<file path="src/rtl/can_bit_timer.sv">
module can_bit_timer #(
  parameter int PW = 8,
  parameter int SW = 3
) (
  input  logic          clk,
  input  logic          rst_n,
  input  logic [PW-1:0] presc,
  input  logic [SW-1:0] prop_len,
  input  logic [SW-1:0] ph1_len,
  input  logic [SW-1:0] ph2_len,
  input  logic          triple_mode,
  input  logic          rx_in,
  output logic          bit_val,
  output logic          sample_stb,
  output logic          bit_stb
);
  localparam int QW = $clog2(3 * (1 << SW) + 2);

  logic [PW-1:0] pc;
  logic [QW-1:0] q;
  logic          running;
  logic          rx_q;
  logic [1:0]    hist;

  wire           tq_en  = (pc == presc);
  wire           hsync  = rx_q & ~rx_in & bit_val;
  wire [QW-1:0]  sp_idx = QW'(prop_len) + QW'(ph1_len) + QW'(2);
  wire [QW-1:0]  end_idx = sp_idx + QW'(ph2_len) + QW'(1);
  wire           at_sp  = running & tq_en & (q == sp_idx);
  wire           at_end = running & tq_en & (q == end_idx);
  wire           maj    = (rx_in & hist[0]) | (rx_in & hist[1]) | (hist[0] & hist[1]);
  wire           vote   = triple_mode ? maj : rx_in;

  always_ff @(posedge clk or negedge rst_n) begin
    if (!rst_n) begin
      pc         <= '0;
      q          <= '0;
      running    <= 1'b0;
      rx_q       <= 1'b1;
      hist       <= 2'b11;
      bit_val    <= 1'b1;
      sample_stb <= 1'b0;
      bit_stb    <= 1'b0;
    end else begin
      rx_q       <= rx_in;
      sample_stb <= at_sp & ~hsync;
      bit_stb    <= at_end & ~hsync;
      if (tq_en) hist <= {hist[0], rx_in};
      if (hsync) begin
        running <= 1'b1;
        pc      <= '0;
        q       <= '0;
      end else begin
        pc <= tq_en ? '0 : pc + 1'b1;
        if (at_sp) bit_val <= vote;
        if (running && tq_en) q <= (q == end_idx) ? '0 : q + 1'b1;
      end
    end
  end
endmodule


</file>
<file path="config.mk">
export PLATFORM = sky130hd
export DESIGN_NAME = can_bit_timer
export DESIGN_NICKNAME = d
export VERILOG_FILES = /design/src/rtl/can_bit_timer.sv
export SDC_FILE = /design/constraint.sdc
export NUM_CORES = 1
export LEC_CHECK = 0
export ABC_AREA = 1
export BUFFER_PORTS_ARGS = -buffer_cell sky130_fd_sc_hd__buf_2
export CAP_MARGIN = 20
export CORE_MARGIN = 5
export CORE_UTILIZATION = 56
export DETAILED_ROUTE_END_ITERATION = 7
export PLACE_DENSITY = 0.79
export SETUP_SLACK_MARGIN = 0.02
export SLEW_MARGIN = 15
export SYNTH_ARGS = -nofsm -noshare
export SYNTH_HDL_FRONTEND = slang
export SYNTH_SLANG_ARGS = --single-unit
</file>
<file path="constraint.sdc">
create_clock -name clk -period 1.4 [get_ports clk]
set_input_delay 0.28 -clock clk [delete_from_list [all_inputs] [get_ports clk]]
set_output_delay 0.28 -clock clk [all_outputs]
set_load 0.005 [all_outputs]
</file>
==> impl_metrics.csv, run 1 <==
group,metric,value,unit
routing,drtIter0Drc,62,
cells_and_area,multiInputGateArea,951,sq um
synthesis,syn_area,1470,sq um
setup_path,path_buf_inv,4,
sta,tightest_slew,0.447,ns
grt,grt_pass1_vias,1384,
routing,vias,1425,
synthesis,synth_area_leaders,"dfrtp_1 (27%), nand2_1 (16%), ha_1 (8.5%)",
cells_and_area,final_nets,283,
synthesis,ys_seq_elements,20,
setup_path,worstPathCellList,"buf_8, inv_6, ha_4, inv_2, ha_4, fa_2, ha_4, nand2_1, nand2_1, nor2_2, inv_1, nand2_1, nand2_1, nor2_2, nand2_2, nand2_1, nand2_1",
power_and_ir_drop,p_leak,1.07,nW
synthesis,yosys.area.top_type_share,27.2,%
status,status,"finished, violations left",
setup_path,end_kind,"flip-flop",
placed_design,portBuffers,23,
sta,slew_headroom,70.2,%
synthesis,synth_most_common_cell,"nand2_1",
cells_and_area,antenna_cells,0,
floorplanning,die_x,61.3,um
floorplanning,fp-row-count,18,
synthesis,synth_ff_type,"dfrtp_1",
power_and_ir_drop,power,2.51,mW
routing,post-route-drc-count,0,
clock_tree,clock_path_buffers,2,
synthesis,synth_cells,198,
setup_path,cpPeakStageDelay,0.56,ns
grt,antenna_found_initial,0,
floorplanning,core_area,2500,sq um
placed_design,hpwlAfterDp,2.52,mm
clock_tree,cts_root_buf,"clkbuf_4",
clock_tree,cts.sinks,20,
grt,grt_pass1_wl,5.54,mm
setup_path,startpoint_type,"input pin",
clock_tree,cts_made_buffers,3,
setup_path,cp.required,1.61,ns
routing,wirelength,3.64,mm
floorplanning,floorplan.initialDensity,58.9,%
cells_and_area,drive_above_1_share,36.9,%
placed_design,dp_slack,-1.29,ns
setup_path,critPathKind,"in2reg",
grt,grt_max_degree,21,
status,failed_checks,"setup timing",
clock_tree,path_clk_slew,0.11,ns
clock_tree,cts_tree,"done",
synthesis,yosysUniqueCellTypes,24,
sta,min_period_over_period,165,%
floorplanning,die_h,61.3,um
sta,hold_viol_final,0,
synthesis,synth_enable_flop_cells,0,
placed_design,gp_congestion,0.854,
sta,setup_viol,8,
grt,overflow,0,
floorplanning,dieArea,3750,sq um
setup_path,crit_slowest_cell,"fa_2",
power_and_ir_drop,peakVddDrop,1.39,mV
grt,grt_util_all_layers,19.7,%
routing,avgRoutedWirePerCell,13.1,um
synthesis,synthesis.nets,231,
setup_path,arrival,2.52,ns
synthesis,synthTopCellsByCount,"nand2_1 (64), inv_1 (33), nor2_1 (19), dfrtp_1 (16), nand3_1 (14)",
synthesis,syn_area_per_cell,7.43,sq um
synthesis,async_flop_share,100,%
sta,rsz0062_at_grt,"true",
routing,vias_per_cell,5.11,
cells_and_area,regArea,505,sq um
setup_path,cpMostUsedCell,"nand2_1",
setup_path,worstPathMaxFanout,6,
routing,final_antenna_net_count,0,
sta,slew_viol_final,0,
sta,hold_ws,0.0840,ns
hold_path,hold_path_class,"in2reg",
clock_tree,htree_num_levels,1,
sta,period_minus_slack,2.31,ns
synthesis,synth_warnings,0,
cells_and_area,nFillCells,145,
floorplanning,io_pins,24,
flow_run,cap_violations,0,
power_and_ir_drop,p_per_area,1240,nW/um^2
sta,finClkSkew,0.00108,ns
clock_tree,clkLatencyLatePin,0.30,ns
routing,drtPass1Iterations,4,
synthesis,yosysSeqAreaShare,34.4,%
setup_path,critical_path.top_delay_family,"adder cells",
sta,worst_slack,-0.912,ns
synthesis,synth.largest_area_cell,"dfrtp_1",
sta,max_freq,432,MHz
cells_and_area,syn2layout_area_growth,37.2,%
==> repair_timing <==
| action | 4_1_cts | 5_1_grt |
|---|---|---|
| buffers inserted | 5 | 7 |
| hold buffers | 1 | 0 |
| endpoints found under the hold margin | 16 | 0 |
| endpoints found under the setup margin | 10 | 16 |
| resized for setup | 11 | 23 |
| pin swaps | 15 | 13 |
| cloned | 0 | 0 |
==> kinds of logic after synthesis <==
logic type / Yosys count / synth area share [%]
buf+inv: 34 / 8.76
flops: 20 / 34.4
fa+ha+maj: 13 / 11.9
compound gates: 4 / 1.36
simple gates: 112 / 34.7
xor+xnor: 15 / 8.93
==> registers in the layout (all words and copies together) (netlist names) <==
register    cells
pc              8
q               5
hist            2
bit_stb         1
bit_val         1
running         1
rx_q            1
sample_stb      1
==> worst paths after layout <==
kind / startpoint / to / slack [ns] / cells after the start
setup / recovery: ph1_len[1] / q[4] / -0.91 / 17
hold / removal: rx_in / rx_q / 0.08 / 1
setup reg to reg: pc[4] / q[2] / -0.01 / 9
hold reg to reg: hist[1] / hist[1] / 0.47 / 2
max in group asynchronous: rst_n / hist[0] / 0.62 / 2
min in group asynchronous: rst_n / sample_stb / 0.44 / 2
==> where the power goes <==
part | switching (mW) | leakage (nW) | internal (mW)
Clock | 0.180 | 0.0279 | 0.290
Sequential | 0.123 | 0.241 | 0.722
Combinational | 0.623 | 0.797 | 0.571
==> through the flow <==
| stage | TNS, ns | utilization, % | std cells | instance area (sq um) |
|---|---|---|---|---|
| global route | -7.24 | 80.8 | 279 | 2020 |
| CTS | -5.56 | 75.7 | 272 | 1890 |
| global placement | -8.77 | 69.9 | 262 | 1750 |
| floorplan | -6.85 | - | 198 | 1510 |
| detailed placement | -9.22 | 69.9 | 262 | 1750 |
| finish | -6.34 | 80.8 | 279 | 2020 |
==> per-layer routing <==
metal / part of all wire (%) / vias up / global-route usage [%]
met5: 0 / - / 0
met4: 2.9 / 0 / 3.41
met3: 4.1 / 13 / 4.61
met2: 54 / 33 / 38.4
met1: 39 / 678 / 21.7
li1: - / 701 / -
==> cell usage in the layout (no fill, tap or decap), drive strengths merged, types with 4 or more instances in the layout <==
master / count
nand2: 68
buf: 47
inv: 33
nor2: 23
dfrtp: 16
nand3: 14
xnor2: 10
ha: 10
xor2: 5
dfstp: 4
==> final cells by class <==
| cell class | instances | share of cell area [%] |
|---|---|---|
| Tap cell | 30 | 1.86 |
| Multi-Input combinational cell | 144 | 47.1 |
| Sequential cell | 20 | 25.0 |
| Clock buffer | 3 | 1.12 |
| Timing Repair Buffer | 48 | 16.7 |
| Clock inverter | 1 | 1.49 |
| Inverter | 33 | 6.75 |
No activity file was read; power rests on OpenSTA's default activity.
==> run 2, diff against run 1 <==
- RECOVER_POWER: default -> 50
- SETUP_SLACK_MARGIN: 0.02 -> 0.2
==> run 2 against run 1 <==
  * The flow still finishes with violations (setup timing)
  * Cell count decreased by 0.36%
  * Hold slack worse by 0.014 ns
  * Sequential share of layout area down 0.34 points
  * Via count rose by 0.35%
  * Sequential power grew 2%
  * Setup slack improved by 0.095 ns
  * Non-clock buffer count fell by 1
  * Global-route usage increased by 1.4 points
  * First-iteration DRC count is 65% higher
  * Clock-buffer cell count unchanged
==> impl_metrics.csv, run 2 (synthesized netlist as in run 1, its figures left out) <==
group,metric,value,unit
status,status,"finished, violations left",
status,failed_checks,"setup timing",
setup_path,worstPathMaxFanout,6,
cells_and_area,nFillCells,150,
power_and_ir_drop,switching_power,0.965,mW
clock_tree,cts.sinks,20,
setup_path,startpoint_type,"input pin",
sta,setup_viol,10,
clock_tree,cts_tree,"done",
routing,vias_per_cell,5.14,
floorplanning,die_x,61.3,um
cells_and_area,top_register,"pc",
floorplanning,fp-row-count,18,
setup_path,end_kind,"flip-flop",
clock_tree,cts_root_buf,"clkbuf_4",
cells_and_area,regArea,505,sq um
floorplanning,floorplan.initialDensity,58.9,%
setup_path,r2r_slack,-0.08,ns
routing,drtPass1Iterations,4,
cells_and_area,final_core_utilization,81.9,%
setup_path,critPathKind,"in2reg",
routing,wirelength,3.80,mm
setup_path,worstRegToRegCells,9,
sta,slew_viol_final,0,
power_and_ir_drop,switching_share,37.7,%
cells_and_area,largest_registers,"pc x8, q x5, hist x2",
sta,period_minus_slack,2.22,ns
setup_path,timing.rr.end,"q[4]",
sta,rsz0062_at_grt,"true",
floorplanning,die_h,61.3,um
floorplanning,io_pins,24,
hold_path,hold_depth,1,
hold_path,hold_path_class,"in2reg",
cells_and_area,antenna_cells,0,
sta,max_freq,451,MHz
sta,finClkSkew,0.00706,ns
sta,tightest_slew,0.499,ns
setup_path,path_buf_inv,4,
cells_and_area,final_common_cell,"nand2_1",
clock_tree,path_clk_slew,0.12,ns
clock_tree,clock_path_buffers,2,
cells_and_area,final_nets,282,
setup_path,arrival,2.44,ns
sta,hold_viol_final,0,
grt,antenna_found_initial,0,
power_and_ir_drop,p_leak,1.07,nW
flow_run,cap_violations,0,
grt,overflow,0,
sta,hold_ws,0.0697,ns
routing,post-route-drc-count,0,
floorplanning,core_area,2500,sq um
clock_tree,cts_made_buffers,3,
setup_path,cp.depth,15,
setup_path,crit_end,"q[0]",
grt,grt_pass1_wl,5.84,mm
cells_and_area,layout_common_cells,"nand2_1 (58), inv_1 (27), buf_4 (19)",
power_and_ir_drop,pwr-share-seq,33.5,%
setup_path,worstPathCellList,"buf_8, inv_6, ha_4, inv_2, ha_4, fa_2, ha_4, inv_2, or2_4, nand2_2, nand2_2, xor2_2, nand2_2, nand2_1, nand2_1",
power_and_ir_drop,combPwrFrac,47.7,%
setup_path,cp-startpoint,"ph1_len[1]",
sta,worst_slack,-0.817,ns
sta,slew_headroom,66.7,%
cells_and_area,drive_above_1_share,37.9,%
routing,avgRoutedWirePerCell,13.7,um
placed_design,portBuffers,23,
power_and_ir_drop,peakVddDrop,1.30,mV
placed_design,gp_congestion,0.825,
setup_path,critical_path.top_delay_family,"adder cells",
setup_path,crit_slowest_cell,"fa_2",
cells_and_area,largest_reg_flops,8,
clock_tree,htree_num_levels,1,
clock_tree,clkLatencyLatePin,0.32,ns
power_and_ir_drop,p_clk_share,18.8,%
sta,min_period_over_period,158,%
power_and_ir_drop,p_int,1.60,mW
placed_design,hpwlAfterDp,2.52,mm
setup_path,cpPeakStageDelay,0.48,ns
routing,final_antenna_net_count,0,
routing,vias,1430,
routing,drtIter0Drc,102,
cells_and_area,multiInputGateArea,968,sq um
grt,grt_pass1_vias,1459,
setup_path,cp.required,1.62,ns
floorplanning,dieArea,3750,sq um
grt,grt_max_degree,21,
power_and_ir_drop,p_per_area,1250,nW/um^2
grt,grt_util_all_layers,21.1,%
setup_path,reg2reg_from,"pc[0]",
cells_and_area,syn2layout_area_growth,39.1,%
run 2: changes by cell type in the layout (fill, tap and decap cells not counted), sizes merged:
cell and delta:
buf -3, clkbuf +2
run 2: area by class of cell:
| type | count | area share, % |
|---|---|---|
| inverters | 33 | 6.66 |
| clock inverters | 1 | 1.47 |
| flip-flops and latches | 20 | 24.7 |
| well taps | 30 | 1.83 |
| repair buffers | 47 | 16.9 |
| clock buffers | 3 | 1.10 |
| multi-input cells | 144 | 47.3 |
run 2: through the flow:
stage	total power [mW]	cells	TNS (ns)	instance area, sq um	worst slack [ns]
2_1_floorplan	1.47	198	-6.85	1510	-1.01
3_5_place_dp	1.72	262	-9.37	1760	-1.31
3_3_place_gp	1.66	262	-8.76	1760	-1.21
4_1_cts	2.46	275	-5.77	1990	-0.816
5_1_grt	2.73	278	-7.33	2050	-0.904
6_report	2.56	278	-6.09	2050	-0.817
run 2: worst register-to-register path, delay by kind of cell (launching register included):
family	cells	cell delay [ns]
buffers and inverters	1	0.08
and+or+nand+nor	8	0.89
DFF	1	0.46
run 2: worst min-delay path by stage:
stage               slack [ns]    endpoint  startpoint
floorplan                -0.02     bit_stb       rst_n
global placement          0.24  sample_stb       rst_n
detailed placement        0.25  sample_stb       rst_n
CTS                       0.08        rx_q       rx_in
global route              0.07        rx_q       rx_in
finish                    0.07        rx_q       rx_in
run 2: power groups by stage:
stage	combinational, mW	clock, mW	sequential, mW
6_report	1.22	0.480	0.859
5_1_grt	1.34	0.510	0.876
4_1_cts	1.13	0.483	0.845
3_5_place_dp	0.853	0	0.872
3_3_place_gp	0.800	0	0.859
2_1_floorplan	0.621	0	0.847
run 2: layer usage:
layer	global-route usage, %	routed length (um)	up-vias
met2	40.9	2070	36
met3	5.45	171	11
met1	21.8	1470	681
li1	-	-	702
met4	6.19	89	0
met5	0	0	-
run 2: timing repair:
action / CTS / global route
pin swaps: 27 / 22
gates resized for setup: 27 / 11
hold buffers: 1 / 0
setup endpoints to repair: 19 / 19
buffers inserted: 8 / 3
endpoints found under the hold margin: 16 / 0
==> run 3, diff against run 2 <==
- HOLD_SLACK_MARGIN: default -> 0.12
==> run 3 against run 2 <==
  * The run still ends with setup timing left
  * Final area up 0.49%
  * Critical path type unchanged
  * Combinational power about the same
  * Largest cell class unchanged
  * Clock-buffer cell count unchanged
  * Hold slack better by 0.15 ns
  * Critical endpoint unchanged
  * Die area unchanged
  * Flip-flop and latch count unchanged
  * Global-route usage about the same
  * Clock skew down 0.0025 ns
  * Highest routed layer unchanged
  * First-iteration DRC count down 15%
==> impl_metrics.csv, run 3 (synthesized netlist as in run 1, its figures left out) <==
group,metric,value,unit
sta,tightest_slew,0.498,ns
clock_tree,clock_path_buffers,2,
floorplanning,dieArea,3750,sq um
floorplanning,floorplan.initialDensity,58.9,%
clock_tree,path_clk_slew,0.12,ns
clock_tree,htree_num_levels,1,
grt,grt_pass1_wl,5.84,mm
cells_and_area,largest_reg_flops,8,
routing,final_antenna_net_count,0,
grt,grt_max_degree,21,
power_and_ir_drop,p_leak,1.07,nW
routing,drtPass1Iterations,4,
status,status,"finished, violations left",
floorplanning,die_x,61.3,um
sta,finClkSkew,0.00456,ns
clock_tree,clkLatencyLatePin,0.32,ns
power_and_ir_drop,peakVddDrop,1.30,mV
flow_run,cap_violations,0,
cells_and_area,final_core_utilization,82.3,%
setup_path,r2r_slack,-0.08,ns
routing,drtIter0Drc,87,
cells_and_area,syn2layout_area_growth,39.8,%
sta,hold_ws,0.223,ns
sta,setup_viol,10,
cells_and_area,drive_above_1_share,37.8,%
sta,rsz0062_at_grt,"true",
setup_path,cp.required,1.62,ns
clock_tree,cts_made_buffers,3,
setup_path,critPathKind,"in2reg",
setup_path,worstPathMaxFanout,6,
grt,antenna_found_initial,0,
sta,slew_viol_final,0,
floorplanning,core_area,2500,sq um
clock_tree,cts_tree,"done",
cells_and_area,layout_common_cells,"nand2_1 (58), inv_1 (27), buf_4 (19)",
sta,max_freq,452,MHz
clock_tree,cts_root_buf,"clkbuf_4",
sta,finalSetupTns,-6.07,ns
sta,hold_viol_final,0,
sta,min_period_over_period,158,%
sta,slew_headroom,66.8,%
cells_and_area,top_register,"pc",
cells_and_area,largest_registers,"pc x8, q x5, hist x2",
grt,overflow,0,
routing,post-route-drc-count,0,
floorplanning,die_h,61.3,um
cells_and_area,final_common_cell,"nand2_1",
routing,vias,1421,
routing,avgRoutedWirePerCell,13.6,um
placed_design,hpwlAfterDp,2.52,mm
routing,vias_per_cell,5.09,
setup_path,arrival,2.44,ns
floorplanning,fp-row-count,18,
sta,worst_slack,-0.813,ns
grt,grt_util_all_layers,21.1,%
status,failed_checks,"setup timing",
cells_and_area,antenna_cells,0,
grt,grt_pass1_vias,1449,
floorplanning,io_pins,24,
power_and_ir_drop,p_per_area,1250,nW/um^2
routing,wirelength,3.80,mm
cells_and_area,final_nets,283,
placed_design,gp_congestion,0.825,
hold_path,hold_path_class,"in2reg",
placed_design,portBuffers,23,
setup_path,startpoint_type,"input pin",
clock_tree,cts.sinks,20,
sta,period_minus_slack,2.21,ns
setup_path,end_kind,"flip-flop",
==> run 3: cell count changes in the layout (fill, tap and decap cells not counted) <==
cell and change:
dlygate4sd3_1 +1
==> run 3: final timing paths <==
| check | startpoint | end | cells after the start |
|---|---|---|---|
| worst max-delay path | ph1_len[1] | q[0] | 15 |
| min in group asynchronous | rst_n | q[4] | 2 |
| worst max register to register | pc[0] | q[4] | 9 |
| worst min-delay path | rx_in | hist[0] | 3 |
| max in group asynchronous | rst_n | hist[0] | 2 |
| worst min register to register | hist[0] | hist[0] | 2 |
==> run 3: layer usage <==
layer	GRT usage, %	vias to the layer above	wire (um)
li1	-	702	-
met1	21.7	676	1480
met2	41.2	32	2080
met3	5.45	11	157
met4	6.19	0	88
met5	0	-	0
==> run 3: what timing repair did <==
| action | CTS | global route |
|---|---|---|
| hold buffers | 2 | 0 |
| endpoints found under the setup margin | 19 | 19 |
| hold endpoints to repair | 17 | 0 |
| pin swaps | 27 | 22 |
| setup buffers | 8 | 3 |
| gates resized for setup | 27 | 11 |
==> run 3: stage by stage <==
step                power, mW  std cells  setup WS, ns  instance area, sq um
global placement         1.66        262         -1.21                  1760
floorplan                1.47        198         -1.01                  1510
CTS                      2.46        276        -0.816                  2000
detailed placement       1.72        262         -1.31                  1760
global route             2.73        279        -0.904                  2060
finish                   2.56        279        -0.813                  2060
==> run 3: final cells by class <==
class,instances,area [sq um]
flip-flops and latches,20,505
fillers,150,443
inverters,33,136
multi-input cells,144,968
well taps,30,37.5
clock inverters,1,30.0
repair buffers,48,357
clock buffers,3,22.5
==> run 3: critical path: stages <==
cell and delay, ns:
buf_8 0.08, inv_6 0.03, ha_4 0.25, inv_2 0.03, ha_4 0.15, fa_2 0.48
ha_4 0.30, inv_2 0.03, or2_4 0.23, nand2_2 0.06, nand2_2 0.07, xor2_2 0.18
nand2_2 0.13, nand2_1 0.08, nand2_1 0.05
==> run 3: power breakdown <==
group	leakage [nW]	internal, mW	switching [mW]
combinational	0.801	0.586	0.637
clock	0.0279	0.290	0.190
sequential	0.241	0.722	0.137
